===== src/rtl/regwin_pkg.sv =====
package regwin_pkg;
  localparam int BYTE_W = 8;
  localparam int SRC_N  = 4;

  typedef enum logic [1:0] {
    WIN_CTL  = 2'd0,
    WIN_STAT = 2'd1,
    WIN_PTR  = 2'd2,
    WIN_DATA = 2'd3
  } win_addr_e;

  // source order in every 4-bit vector: 0 rx, 1 tx, 2 video, 3 timer
  function automatic logic [BYTE_W-1:0] ctl_pack(input logic [SRC_N-1:0] fl,
                                                 input logic [SRC_N-1:0] en);
    return {fl[0], fl[1], fl[2], en[0], en[1], en[2], fl[3], en[3]};
  endfunction

  function automatic logic [SRC_N-1:0] ctl_enables(input logic [BYTE_W-1:0] d);
    return {d[0], d[2], d[3], d[4]};
  endfunction

  function automatic logic irq_merge(input logic [SRC_N-1:0] fl,
                                     input logic [SRC_N-1:0] en);
    return |(fl & en);
  endfunction
endpackage


===== src/rtl/regwin_decode.sv =====
module regwin_decode
  import regwin_pkg::*;
(
  input  logic       sel,
  input  logic [1:0] addr,
  input  logic       wr_en,
  input  logic       rd_en,
  output logic [3:0] wr_hit,
  output logic [3:0] rd_hit
);
  for (genvar g = 0; g < 4; g++) begin : g_hit
    assign wr_hit[g] = sel && wr_en && (addr == 2'(g));
    assign rd_hit[g] = sel && rd_en && (addr == 2'(g));
  end
endmodule


===== src/rtl/regwin_ptr.sv =====
module regwin_ptr #(
  parameter int IDX_W = 6
) (
  input  logic             clk,
  input  logic             rst_n,
  input  logic             load,
  input  logic             load_auto,
  input  logic [IDX_W-1:0] load_idx,
  input  logic             data_acc,
  output logic [IDX_W-1:0] idx,
  output logic             auto_inc
);
  function automatic logic [IDX_W-1:0] idx_step(input logic [IDX_W-1:0] i);
    return i + 1'b1;
  endfunction

  always_ff @(posedge clk) begin
    if (!rst_n) begin
      idx      <= '0;
      auto_inc <= 1'b0;
    end else if (load) begin
      idx      <= load_idx;
      auto_inc <= load_auto;
    end else if (data_acc && auto_inc) begin
      idx <= idx_step(idx);
    end
  end
endmodule


===== src/rtl/regwin_bank.sv =====
module regwin_bank #(
  parameter int IDX_W  = 6,
  parameter int BYTE_W = 8
) (
  input  logic              clk,
  input  logic              rst_n,
  input  logic              we,
  input  logic [IDX_W-1:0]  idx,
  input  logic [BYTE_W-1:0] wdata,
  output logic [BYTE_W-1:0] rdata
);
  localparam int DEPTH = 1 << IDX_W;

  logic [BYTE_W-1:0] mem [DEPTH];

  always_ff @(posedge clk) begin
    if (!rst_n) begin
      for (int i = 0; i < DEPTH; i++) mem[i] <= '0;
    end else if (we) begin
      mem[idx] <= wdata;
    end
  end

  assign rdata = mem[idx];
endmodule


===== src/rtl/regwin_irq.sv =====
module regwin_irq
  import regwin_pkg::*;
(
  input  logic             clk,
  input  logic             rst_n,
  input  logic             en_load,
  input  logic [SRC_N-1:0] en_new,
  input  logic             clr_rd,
  input  logic [SRC_N-1:0] evt,
  output logic [SRC_N-1:0] flags,
  output logic [SRC_N-1:0] enables,
  output logic             irq
);
  always_ff @(posedge clk) begin
    if (!rst_n)       enables <= '0;
    else if (en_load) enables <= en_new;
  end

  for (genvar k = 0; k < SRC_N; k++) begin : g_flag
    always_ff @(posedge clk) begin
      if (!rst_n) flags[k] <= 1'b0;
      else        flags[k] <= evt[k] | (flags[k] & ~clr_rd);
    end
  end

  assign irq = irq_merge(flags, enables);
endmodule


===== src/rtl/regwin_ctrl.sv =====
module regwin_ctrl
  import regwin_pkg::*;
#(
  parameter int IDX_W = 6
) (
  input  logic              clk,
  input  logic              rst_n,
  input  logic              sel,
  input  logic [1:0]        addr,
  input  logic              wr_en,
  input  logic              rd_en,
  input  logic [BYTE_W-1:0] wdata,
  input  logic [BYTE_W-1:0] status_in,
  input  logic [SRC_N-1:0]  evt_in,
  output logic [BYTE_W-1:0] rdata,
  output logic              irq
);
  localparam int PAD_W = BYTE_W - 1 - IDX_W;

  logic [3:0]        wr_hit, rd_hit;
  logic [IDX_W-1:0]  ptr_idx;
  logic              ptr_auto;
  logic              data_acc;
  logic [BYTE_W-1:0] bank_q;
  logic [SRC_N-1:0]  irq_flags, irq_en;
  logic [BYTE_W-1:0] rd_mux;
  logic              any_rd;

  regwin_decode u_dec (
    .sel(sel), .addr(addr), .wr_en(wr_en), .rd_en(rd_en),
    .wr_hit(wr_hit), .rd_hit(rd_hit)
  );

  assign data_acc = wr_hit[WIN_DATA] | rd_hit[WIN_DATA];

  regwin_ptr #(.IDX_W(IDX_W)) u_ptr (
    .clk(clk), .rst_n(rst_n),
    .load(wr_hit[WIN_PTR]), .load_auto(wdata[BYTE_W-1]),
    .load_idx(wdata[IDX_W-1:0]), .data_acc(data_acc),
    .idx(ptr_idx), .auto_inc(ptr_auto)
  );

  regwin_bank #(.IDX_W(IDX_W), .BYTE_W(BYTE_W)) u_bank (
    .clk(clk), .rst_n(rst_n), .we(wr_hit[WIN_DATA]),
    .idx(ptr_idx), .wdata(wdata), .rdata(bank_q)
  );

  regwin_irq u_irq (
    .clk(clk), .rst_n(rst_n),
    .en_load(wr_hit[WIN_CTL]), .en_new(ctl_enables(wdata)),
    .clr_rd(rd_hit[WIN_CTL]), .evt(evt_in),
    .flags(irq_flags), .enables(irq_en), .irq(irq)
  );

  always_comb begin
    unique case (win_addr_e'(addr))
      WIN_CTL:  rd_mux = ctl_pack(irq_flags, irq_en);
      WIN_STAT: rd_mux = status_in;
      WIN_PTR:  rd_mux = {ptr_auto, {PAD_W{1'b0}}, ptr_idx};
      default:  rd_mux = bank_q;
    endcase
  end

  assign any_rd = |rd_hit;

  always_ff @(posedge clk) begin
    if (!rst_n)      rdata <= '0;
    else if (any_rd) rdata <= rd_mux;
  end
endmodule


===== config.mk =====
export PLATFORM = sky130hd
export DESIGN_NAME = regwin_ctrl
export DESIGN_NICKNAME = d
export VERILOG_FILES = /design/src/rtl/regwin_pkg.sv /design/src/rtl/regwin_decode.sv /design/src/rtl/regwin_ptr.sv /design/src/rtl/regwin_bank.sv /design/src/rtl/regwin_irq.sv /design/src/rtl/regwin_ctrl.sv
export SDC_FILE = /design/constraint.sdc
export NUM_CORES = 1
export LEC_CHECK = 0
export ABC_CLOCK_PERIOD_IN_PS = 4100
export BUFFER_PORTS_ARGS = -buffer_cell sky130_fd_sc_hd__buf_4
export CAP_MARGIN = 0
export CORE_MARGIN = 2
export CORE_UTILIZATION = 30
export DETAILED_ROUTE_END_ITERATION = 12
export PLACE_DENSITY = 0.51
export SLEW_MARGIN = 20
export SYNTH_ARGS = -nofsm -noshare
export SYNTH_HDL_FRONTEND = slang
export SYNTH_HIERARCHICAL = 1
export SYNTH_SLANG_ARGS = --single-unit
export TNS_END_PERCENT = 30

===== constraint.sdc =====
create_clock -name clk -period 4.1 [get_ports clk]
set_input_delay 0.205 -clock clk [delete_from_list [all_inputs] [get_ports clk]]
set_output_delay 0.205 -clock clk [all_outputs]
set_load 0.05 [all_outputs]

======== Word-level counts from Yosys, hierarchy flattened ========
Memories as Yosys holds them, arrays and structs flattened. A register that Yosys moved wholly into a read port is not among the register bits.
Index checks and enable logic that the tools add are counted.
operators by class
  reduce and logical (&&, ||, !) cells .... 15
  add/subtract/negate cells ............... 1
  equal/unequal tests ..................... 3
  multiplexer cells ....................... 12
  bitwise logic cells ..................... 11
operators with widths
  operator                                       count
  two-way mux 6 bit                              5
  one-hot mux 8 bit (3 select lines)             1
  logical AND 1 bit                              10
  two-way mux 8 bit                              1
  OR reduction 4 bit                             2
  OR reduction 8 bit                             1
  adder 6 x 1 -> 6 bit, second input constant    1
  two-way mux 1 bit                              5
  OR 1 bit                                       5
  AND 1 bit                                      4
  AND 4 bit                                      1
  == test 2 bit, second input constant           2
  == test 2 x 1 -> 1 bit, second input constant  1
  zero test 2 bit                                1
  nonzero test 2 bit                             1
  inverter 1 bit                                 1
storage, ports and cells
  output and inout port bits .............. 9
  RAM bits ................................ 512
  memories kept ........................... 1
  register bits ........................... 23
memories
  memory      words  width  read ports  clocked after memory_dff  write ports  line               RTL
  u_bank.mem  64     8      1           1                         64           regwin_bank.sv:14  logic [BYTE_W-1:0] mem [DEPTH];

======== Logic depth before layout (Yosys ltp) ========
Gate-level depths: netlist of the first run.
  depth in word-level cells ............... 8
  gate-level depth with buffers ........... 14

======== Modules after synthesis ========
Netlist of the first run, hierarchy kept.
by module, submodules not included
  module         cells an instance  instances  seq. area each (sq um)  area an instance (sq um)
  regwin_bank    1,815              1          15,374.7                23,924.2
  regwin_ctrl    42                 1          160.2                   543.0
  regwin_ptr     39                 1          140.1                   350.3
  regwin_irq     28                 1          160.2                   310.3
  regwin_decode  8                  1          0.0                     90.1

======== Worst setup path before layout of the first run ========
No wires, ideal clock.
  kind .................................... register to register
  start point ............................. register u_ptr/idx[2] (netlist name)
  end point ............................... register rdata[0]
  slack ................................... 1,411 ps
  setup time .............................. 115 ps
  buffers on the path ..................... 4
  data arrival time ....................... 2,575 ps
  period minus slack after synthesis ...... 2,689 ps
  cell stages (with the launch flop) ...... 13
  required time ........................... 3,985 ps
  cells stage by stage .................... dfxtp_1 > buf_6 > buf_8 > buf_6 > buf_2 > mux2i_1 > o22ai_1 > a21oi_1 > o21ai_0 > a2111oi_0 > nand3_1 > mux4_2 > o2bb2ai_2
RTL lines
  item                    line               RTL
  end signal: assignment  regwin_ctrl.sv:68  else if (any_rd) rdata <= rd_mux;
  end: declaration        regwin_ctrl.sv:15  output logic [BYTE_W-1:0] rdata,

==> results of run 1 <==
-- layer usage --
| metal | vias up | global-route usage (%) |
|---|---|---|
| met2 | 595 | 28.8 |
| met5 | - | 0 |
| met3 | 98 | 2.42 |
| li1 | 7258 | - |
| met4 | 0 | 4.44 |
| met1 | 8289 | 26.0 |
-- sequential cells by signal, indices dropped and copies added (netlist names) --
| signal | cells |
|---|---|
| u_irq/enables | 4 |
| u_ptr/idx | 6 |
| u_ptr/auto_inc | 1 |
| rdata | 8 |
| u_irq/flags | 4 |
| u_bank/mem | 512 |
-- layout by cell type (no fill, tap or decap), types with 7 or more instances in the layout --
cell / n
a31oi_1: 17
nor2_1: 84
o21a_1: 8
clkbuf_16: 59
mux2i_1: 65
o2bb2ai_2: 7
dfxtp_1: 20
a22oi_1: 83
nand2_1: 39
and3_1: 9
and2_1: 515
clkbuf_1: 10
nor2b_1: 12
o221ai_1: 8
or3_1: 7
a22o_1: 15
o21ai_0: 94
o22ai_1: 44
a21oi_1: 22
nand3_1: 27
a221oi_1: 28
bufinv_16: 10
a311oi_1: 10
edfxtp_1: 512
buf_4: 147
mux2_2: 24
mux4_2: 31
clkinv_2: 12
-- cell type report --
cell class / instances / area [um2]
Multi-Input combinational cell: 1223 / 8540
Inverter: 5 / 18.8
Timing Repair Buffer: 154 / 1190
Tap cell: 1080 / 1350
Sequential cell: 535 / 15800
Fill cell: 7983 / 54500
Clock inverter: 32 / 415
Clock buffer: 74 / 1580
Antenna cell: 2 / 5.00
-- power groups by stage --
stage                     clock network (uW)  registers [uW]  logic [uW]
after CTS                               5610            6250         781
final                                   5500            6250         779
after global routing                    5820            6260         825
after detailed placement                   0            6360         776
after global placement                     0            6360         770
after floorplan                            0            6320         435
-- worst max path at each step --
stage / cells past startpoint / slack, ns / startpoint / end
final: 9 / 0.55 / u_ptr/idx[2]$_SDFFE_PN0P_ / rdata[1]$_SDFFE_PN0P_
after global routing: 8 / 0.53 / u_ptr/idx[5]$_SDFFE_PN0P_ / rdata[4]$_SDFFE_PN0P_
after CTS: 9 / 0.63 / u_ptr/idx[2]$_SDFFE_PN0P_ / rdata[5]$_SDFFE_PN0P_
after detailed placement: 9 / 0.64 / u_ptr/idx[2]$_SDFFE_PN0P_ / rdata[5]$_SDFFE_PN0P_
after global placement: 9 / 0.67 / u_ptr/idx[2]$_SDFFE_PN0P_ / rdata[1]$_SDFFE_PN0P_
after floorplan: 12 / 1.41 / u_ptr/idx[2]$_SDFFE_PN0P_ / rdata[0]$_SDFFE_PN0P_
-- what timing repair did --
item | 4_1_cts | 5_1_grt
hold buffers | 5 | 0
endpoints found under the hold margin | 5 | 0
setup buffers | 0 | 0
-- tightest hold or removal path, stage by stage --
cell,delay [ns]
buf_4,0.09
mux4_2,0.24
o2bb2ai_2,0.09
-- per-stage QoR --
step | util (%) | hold slack, ns | cells | setup WS (ns) | power [uW]
after CTS | 34.7 | 0.00121 | 3103 | 0.632 | 12600
after detailed placement | 32.2 | 0.419 | 2992 | 0.640 | 7140
final | 34.7 | 0.0398 | 3105 | 0.550 | 12500
after global placement | 32.2 | 0.414 | 2992 | 0.667 | 7130
after global routing | 34.7 | 0.0111 | 3103 | 0.533 | 12900
after floorplan | - | 0.323 | 1931 | 1.41 | 6750
==> summary.md, run 1 <==
The flow ran to the end, and the final reports show no timing, DRC or antenna violations. The area growth from synthesis to final layout is 14.9%, and the cell-internal power is 9740 uW. The clock drives 535 sinks. Maximum single-stage delay on the critical path: 0.59 ns. The logs give 0.55 ns for the worst setup slack for register-to-register paths and 0 for the number of instances resized during post-cts repair. Detailed placement ended at an HPWL of 51.0 mm. The logs give 0.0170 ns for the worst clock skew and 0.282 GHz for the maximum frequency from static timing analysis.

A synthesized cell averages 13.1 um2. No sink is reached through more buffers than the 3 on the longest clock path. For this run the aggregate overflow at the end of global routing stands at 0.

The leakage power summed over all cells is 0.0102 uW. The floorplan die height was 294 um; the number of maximum-capacitance violations was 0. Met2 wirelength from detailed routing: 36.4 mm. STA puts the critical path data required time at 4.61 ns. The signal on the critical path passes through buf_12, mux2_2, a22oi_1, nor2_1, a311oi_1, o22ai_1, or4_1, mux4_2, o2bb2ai_2. The first-pass GRT wire length was 115 mm; the sequential group share of total power was 49.9%.

During I/O placement, the number of pins put on the boundary was 36. The congestion estimate from routability-driven global placement came to 0.851. In the final routed layout, each cell accounts on average for 25.4 um. Measured along the x axis, the die boundary spans 294 um. The tools report the TritonCTS buffer count as 57. The highest metal layer used by the detailed router was met4. The number of antenna violations at the first check in global routing is 2. On the critical path the largest part of the delay comes from compound AO/OA/AOI/OAI gates. The run gives 0 as the number of remaining DRC errors.

For hold timing, the worst endpoint is rdata[2]$_SDFFE_PN0P_. STA classifies the critical path endpoint as a flop. The length in cells of the worst reg-to-reg path was 9.

The tools report the synthesized netlist net count as 1,959. Summing every instance area after synthesis gives 0.0252 mm2. CTS placed an instance of clkbuf_16 at the clock tree root. The number of hold violations in the final report is 0, and the clock insertion delay at the later pin of the skew report is 0.62 ns.

Count of buffers inserted at the top-level ports: 35. The worst path in the final design needs a cycle of 3.55 ns, including I/O delays and setup. Once detail routing completed, the nets flagged for antenna violations numbered 0.

In the routed layout, each cell is associated on average with a via count of 5.23. Setup violations remaining at the end of the flow were counted as 0. The count of buffering cells on the critical path with inverters included was 1.

TritonCTS built the clock tree. In this run the most critical hold path is launched from status_in[2]. After the first detailed-routing iteration, the DRC count stood at 1,870. Count of final max-slew check failures: 0. The worst-case IR drop observed on VDD is 0.000291 V.

The kind of critical path was flop to flop. For this design the total switching power over the nets is 2790 uW. Summing all placed instances gives a cell area of 0.0269 mm2.

The core box area is 0.0834 mm2, and the fraction of final layout cells sized beyond drive strength 1 is 16.2%. Setup repair after global routing left no endpoint under its margin. The tools report the worst reg2reg path endpoint as rdata[1]$_SDFFE_PN0P_.

The worst relative slew slack is 20.2%. The origin of the critical flop-to-flop path is u_ptr/idx[2]$_SDFFE_PN0P_. For the number of global-route vias before repair, the log shows 15,800. In this run switching power makes up 22.3% of total power. The accumulated negative setup slack was 0 ns; the number of detailed-route iterations in the first pass was 8.

Entering global routing, the biggest net connects 88 pins. The share of total power dissipated in combinational logic is 6.2%. Among all stages on the critical path, the largest delay is contributed by a311oi_1.

At the pin with the least slew margin, the transition time is 1.20 ns. The gate count of the mapped netlist came out at 1,931. The final critical path takes up 86.6% of the cycle.

After clock tree synthesis, the clock-pin slew on the worst setup and hold paths is 0.06 ns. The class of the most critical hold timing path was input port to flop. After the last flow step, the layout net total stands at 2,004. The detailed-routed wire length on met3 was 4.84 mm; the row count was 106. The worst hold path passes through 3 cells. STA puts the critical path data arrival time at 4.06 ns. Global routing used 18.1% of the available tracks.

H-tree level count: 2. The tools report the initial cell density of the core as 30.2%. Power spread over the standard cell area amounts to 433 mW/mm2. The die covers 0.0864 mm2. After detailed routing, the total wire length is 78.7 mm. The via count was 16,200. The run gives 0.0290 mm2 as the final cell area excluding filler cells. The clock network is responsible for 43.9% of the overall power. The tools report the synthesis warning total as 6. STA classifies the critical path startpoint as a flop.

In this run the worst path has a maximum fanout of 52. The detailed-route wire length on metal 1 is 35.8 mm.
Power figures use the tool's default switching activity.
==> inputs of run 2 (changes only) <==
Settings changed: CTS_BUF_LIST set to sky130_fd_sc_hd__clkbuf_2.
==> run 2 against run 1 <==
Against the previous run: the run now ends with negative setup slack left; wire length is 3.3% higher; global-route usage is 0.72 points higher; utilization is 0.057 points lower; largest power group unchanged; sequential power hardly changed; cell area is 0.16% lower.
==> summary.md, run 2 (synthesized netlist as in run 1, its figures left out) <==
The flow ran to the end, but the final reports show violations. The final reports fail on negative setup slack. The die area was 0.0864 mm2 (unchanged). The tools report the critical path startpoint category as a flop (unchanged). The number of sinks handled by clock tree synthesis is 535 (unchanged). The fraction of final layout cells sized beyond drive strength 1 works out to 20.4% (was 16.2%).

TritonCTS built the clock tree. The via count is 17,100 (was 16,200). The number of setup buffers added after CTS was 0 (unchanged); the area growth from synthesis to final layout was 14.7% (was 14.9%). The run gives 145 (was 57) as the TritonCTS buffer count. The core box area was 0.0834 mm2 (unchanged); the cell count of the worst hold path was 5 (was 3). The tools report the first-pass GRT wire length as 118 mm (was 115 mm). The leakage power summed over all cells was 0.0105 uW (was 0.0102 uW); the total global-route track usage was 18.8% (was 18.1%).

Most frequent cells in the layout: 515 x and2_1, 512 x edfxtp_1, 203 x clkbuf_2, 147 x buf_4, 94 x o21ai_0 (was 515 x and2_1, 512 x edfxtp_1, 147 x buf_4, 94 x o21ai_0, 84 x nor2_1). The count of final max-slew check failures is 0 (unchanged). The run gives 0 (unchanged) as the antenna violation net count after detailed routing.

The length in cells of the worst reg-to-reg path is 10 (was 9), and the detailed-routed wire length on met3 is 5.70 mm (was 4.84 mm). The clock-pin slew of the registers on the worst-case setup and hold paths was 0.10 ns (was 0.06 ns); the clock insertion delay at the later pin of the skew report was 1.33 ns (was 0.62 ns). The detailed-route wire length on metal 1 is 35.8 mm (about the same), and the total congestion overflow after global routing is 0 (unchanged). Largest register by flop count: u_bank/mem (unchanged). Kind of end point of the critical path: a flop (unchanged). For the number of maximum-capacitance violations, the log shows 0 (unchanged).

The kind of critical path is flop to flop (unchanged). The run gives 88 (unchanged) as the pin count of the biggest net entering global routing. Cell with the largest stage delay on the worst path: dlygate4sd3_1 (was a311oi_1). For the maximum count of clock buffers along a single path, the log shows 3 (unchanged).

The wire length per cell works out to 24.6 um (was 25.4 um). Met2 wirelength from detailed routing: 37.1 mm (was 36.4 mm). The run gives 4 (was 2) as the number of antenna violations at the first check in global routing. The detailed router's first-iteration violation count was 1,753 (was 1,870); the number of hold violations in the final report was 0 (unchanged). The worst supply voltage drop on vdd came out at 0.000217 V (was 0.000291 V). The initial cell density of the core was 30.2% (unchanged).

Number of global-route vias before repair: 17,000 (was 15,800). The run gives 106 (unchanged) as the row count. The tools report the utilization after layout as 34.6% (was 34.7%).

Beginning of the worst hold path: sel (was status_in[2]). The maximum single-stage delay on the critical path works out to 0.59 ns (about the same). The tools report the worst setup timing slack at the placement stage as 0.640 ns (unchanged). Setup repair after global routing could not meet its margin everywhere. The time the worst path needs with I/O delays and setup works out to 4.12 ns (was 3.55 ns). Hold slack: 0.222 ns (was 0.0398 ns).

The tools report the library cell used as clock root buffer as clkbuf_2 (was clkbuf_16). The highest metal layer used by the detailed router was met4 (unchanged). The tools report the H-tree level count as 4 (was 2).

The class of the most critical hold timing path is input port to flop (unchanged). The final count of negative-setup-slack endpoints was 1 (was 0); the floorplan die height was 294 um (unchanged). The die extent in x is 294 um (unchanged), and the per-cell via count in the routed design is 5.16 (was 5.23). The run gives 23.3% (was 20.2%) as the worst relative slew slack. The tools report the worst reg2reg path endpoint as rdata[1]$_SDFFE_PN0P_ (unchanged). The largest fanout on the critical path was 52 (unchanged). Transition time at the pin with the least slew margin: 1.15 ns (was 1.20 ns). The number of placed I/O pins is 36 (unchanged), and the wire length after detailed routing is 81.3 mm (was 78.7 mm). The power per unit of standard cell area works out to 380 mW/mm2 (was 433 mW/mm2). The logs give 0 (unchanged) for the number of remaining DRC errors and 0.101 ns (was 0.0170 ns) for the worst clock skew. The net count reported at finish was 2,154 (was 2,004). The final clock period utilization by the worst path is 101% (was 86.6%), and the count of buffers inserted at the top-level ports is 35 (unchanged). The run gives 0.851 (unchanged) as the weighted congestion at the end of routability-driven global placement. Origin of the critical flop-to-flop path: u_ptr/idx[2]$_SDFFE_PN0P_ (unchanged). The run gives -0.0245 ns (was 0.550 ns) as the least setup slack across all paths after layout. Maximum frequency from static timing analysis: 0.242 GHz (was 0.282 GHz).

The most frequent standard cell in the layout excluding fill and tap cells is and2_1 (unchanged). The number of detailed-route iterations in the first pass came out at 5 (was 8). Critical path cell sequence: buf_12, mux2_2, a22oi_1, nor2_1, a311oi_1, o22ai_1, or4_1, mux4_2, dlygate4sd3_1, o2bb2ai_2 (was buf_12, mux2_2, a22oi_1, nor2_1, a311oi_1, o22ai_1, or4_1, mux4_2, o2bb2ai_2). The worst setup slack for register-to-register paths is -0.02 ns (was 0.55 ns).

Final HPWL from detailed placement: 51.0 mm (unchanged). The number of flip-flops in the largest register came out at 512 (unchanged). For the data required time of the critical path, the log shows 5.31 ns (was 4.61 ns). The worst hold endpoint is rdata[4]$_SDFFE_PN0P_ (was rdata[2]$_SDFFE_PN0P_). The data arrival time of the critical path was 5.33 ns (was 4.06 ns).

Largest registers ranked by flip-flop count: u_bank/mem x512, rdata x8, u_ptr/idx x6 (unchanged).
-- run 2: cell count changes in the layout (fill, tap and decap cells not counted), sizes merged, moves of 2 or more --
cell	delta
bufinv	-5
inv	+2
clkbuf	+129
clkinv	+17
dlygate4sd3	+62
-- run 2: what timing repair did --
action | in CTS | in global routing
hold buffers | 67 | 0
resized for setup | 0 | 1
setup endpoints to repair | 0 | 3
hold endpoints to repair | 989 | 0
-- run 2: per-stage QoR --
stage	cells	power, uW	instance area (um2)	TNS (ns)
after floorplan	1931	6750	25200	0
after global placement	2992	7130	26900	0
after detailed placement	2992	7140	26900	0
after CTS	3307	11100	28900	0
after global routing	3308	11400	28900	-0.00445
final	3310	11000	28900	-0.0245
-- run 2: power by group --
| part | internal [uW] | switching, uW |
|---|---|---|
| clock network | 1640 | 2250 |
| logic | 292 | 549 |
| registers | 6140 | 96.9 |
-- run 2: critical path: cells and delay by family (launching register included) --
family,cells,cell delay (ns)
buffers and inverters,2,0.93
muxes,2,0.89
and+or+nand+nor,2,0.52
AOI/OAI and AO/OA,4,1.05
DFF,1,0.55
-- run 2: layout make-up --
type | instances | area (um2)
flip-flops and latches | 535 | 15800
multi-input cells | 1223 | 8540
inverters | 5 | 18.8
clock buffers | 203 | 1020
well taps | 1080 | 1350
diodes | 3 | 7.51
clock inverters | 45 | 309
repair buffers | 216 | 1810
fillers | 8089 | 54500
-- run 2: layer usage --
| metal | vias to the layer above | GRT usage [%] |
|---|---|---|
| li1 | 7623 | - |
| met1 | 8598 | 25.6 |
| met2 | 700 | 29.3 |
| met3 | 146 | 3.78 |
| met4 | 0 | 7.53 |
| met5 | - | 0 |
-- run 2: worst max-delay path by stage --
stage                     cells past startpoint                    end                      start  slack [ns]
after floorplan                              12  rdata[0]$_SDFFE_PN0P_  u_ptr/idx[2]$_SDFFE_PN0P_        1.41
after global placement                        9  rdata[1]$_SDFFE_PN0P_  u_ptr/idx[2]$_SDFFE_PN0P_        0.67
after detailed placement                      9  rdata[5]$_SDFFE_PN0P_  u_ptr/idx[2]$_SDFFE_PN0P_        0.64
after CTS                                    10  rdata[1]$_SDFFE_PN0P_  u_ptr/idx[2]$_SDFFE_PN0P_        0.10
after global routing                         10  rdata[1]$_SDFFE_PN0P_  u_ptr/idx[2]$_SDFFE_PN0P_      -0.004
final                                        10  rdata[1]$_SDFFE_PN0P_  u_ptr/idx[2]$_SDFFE_PN0P_       -0.02
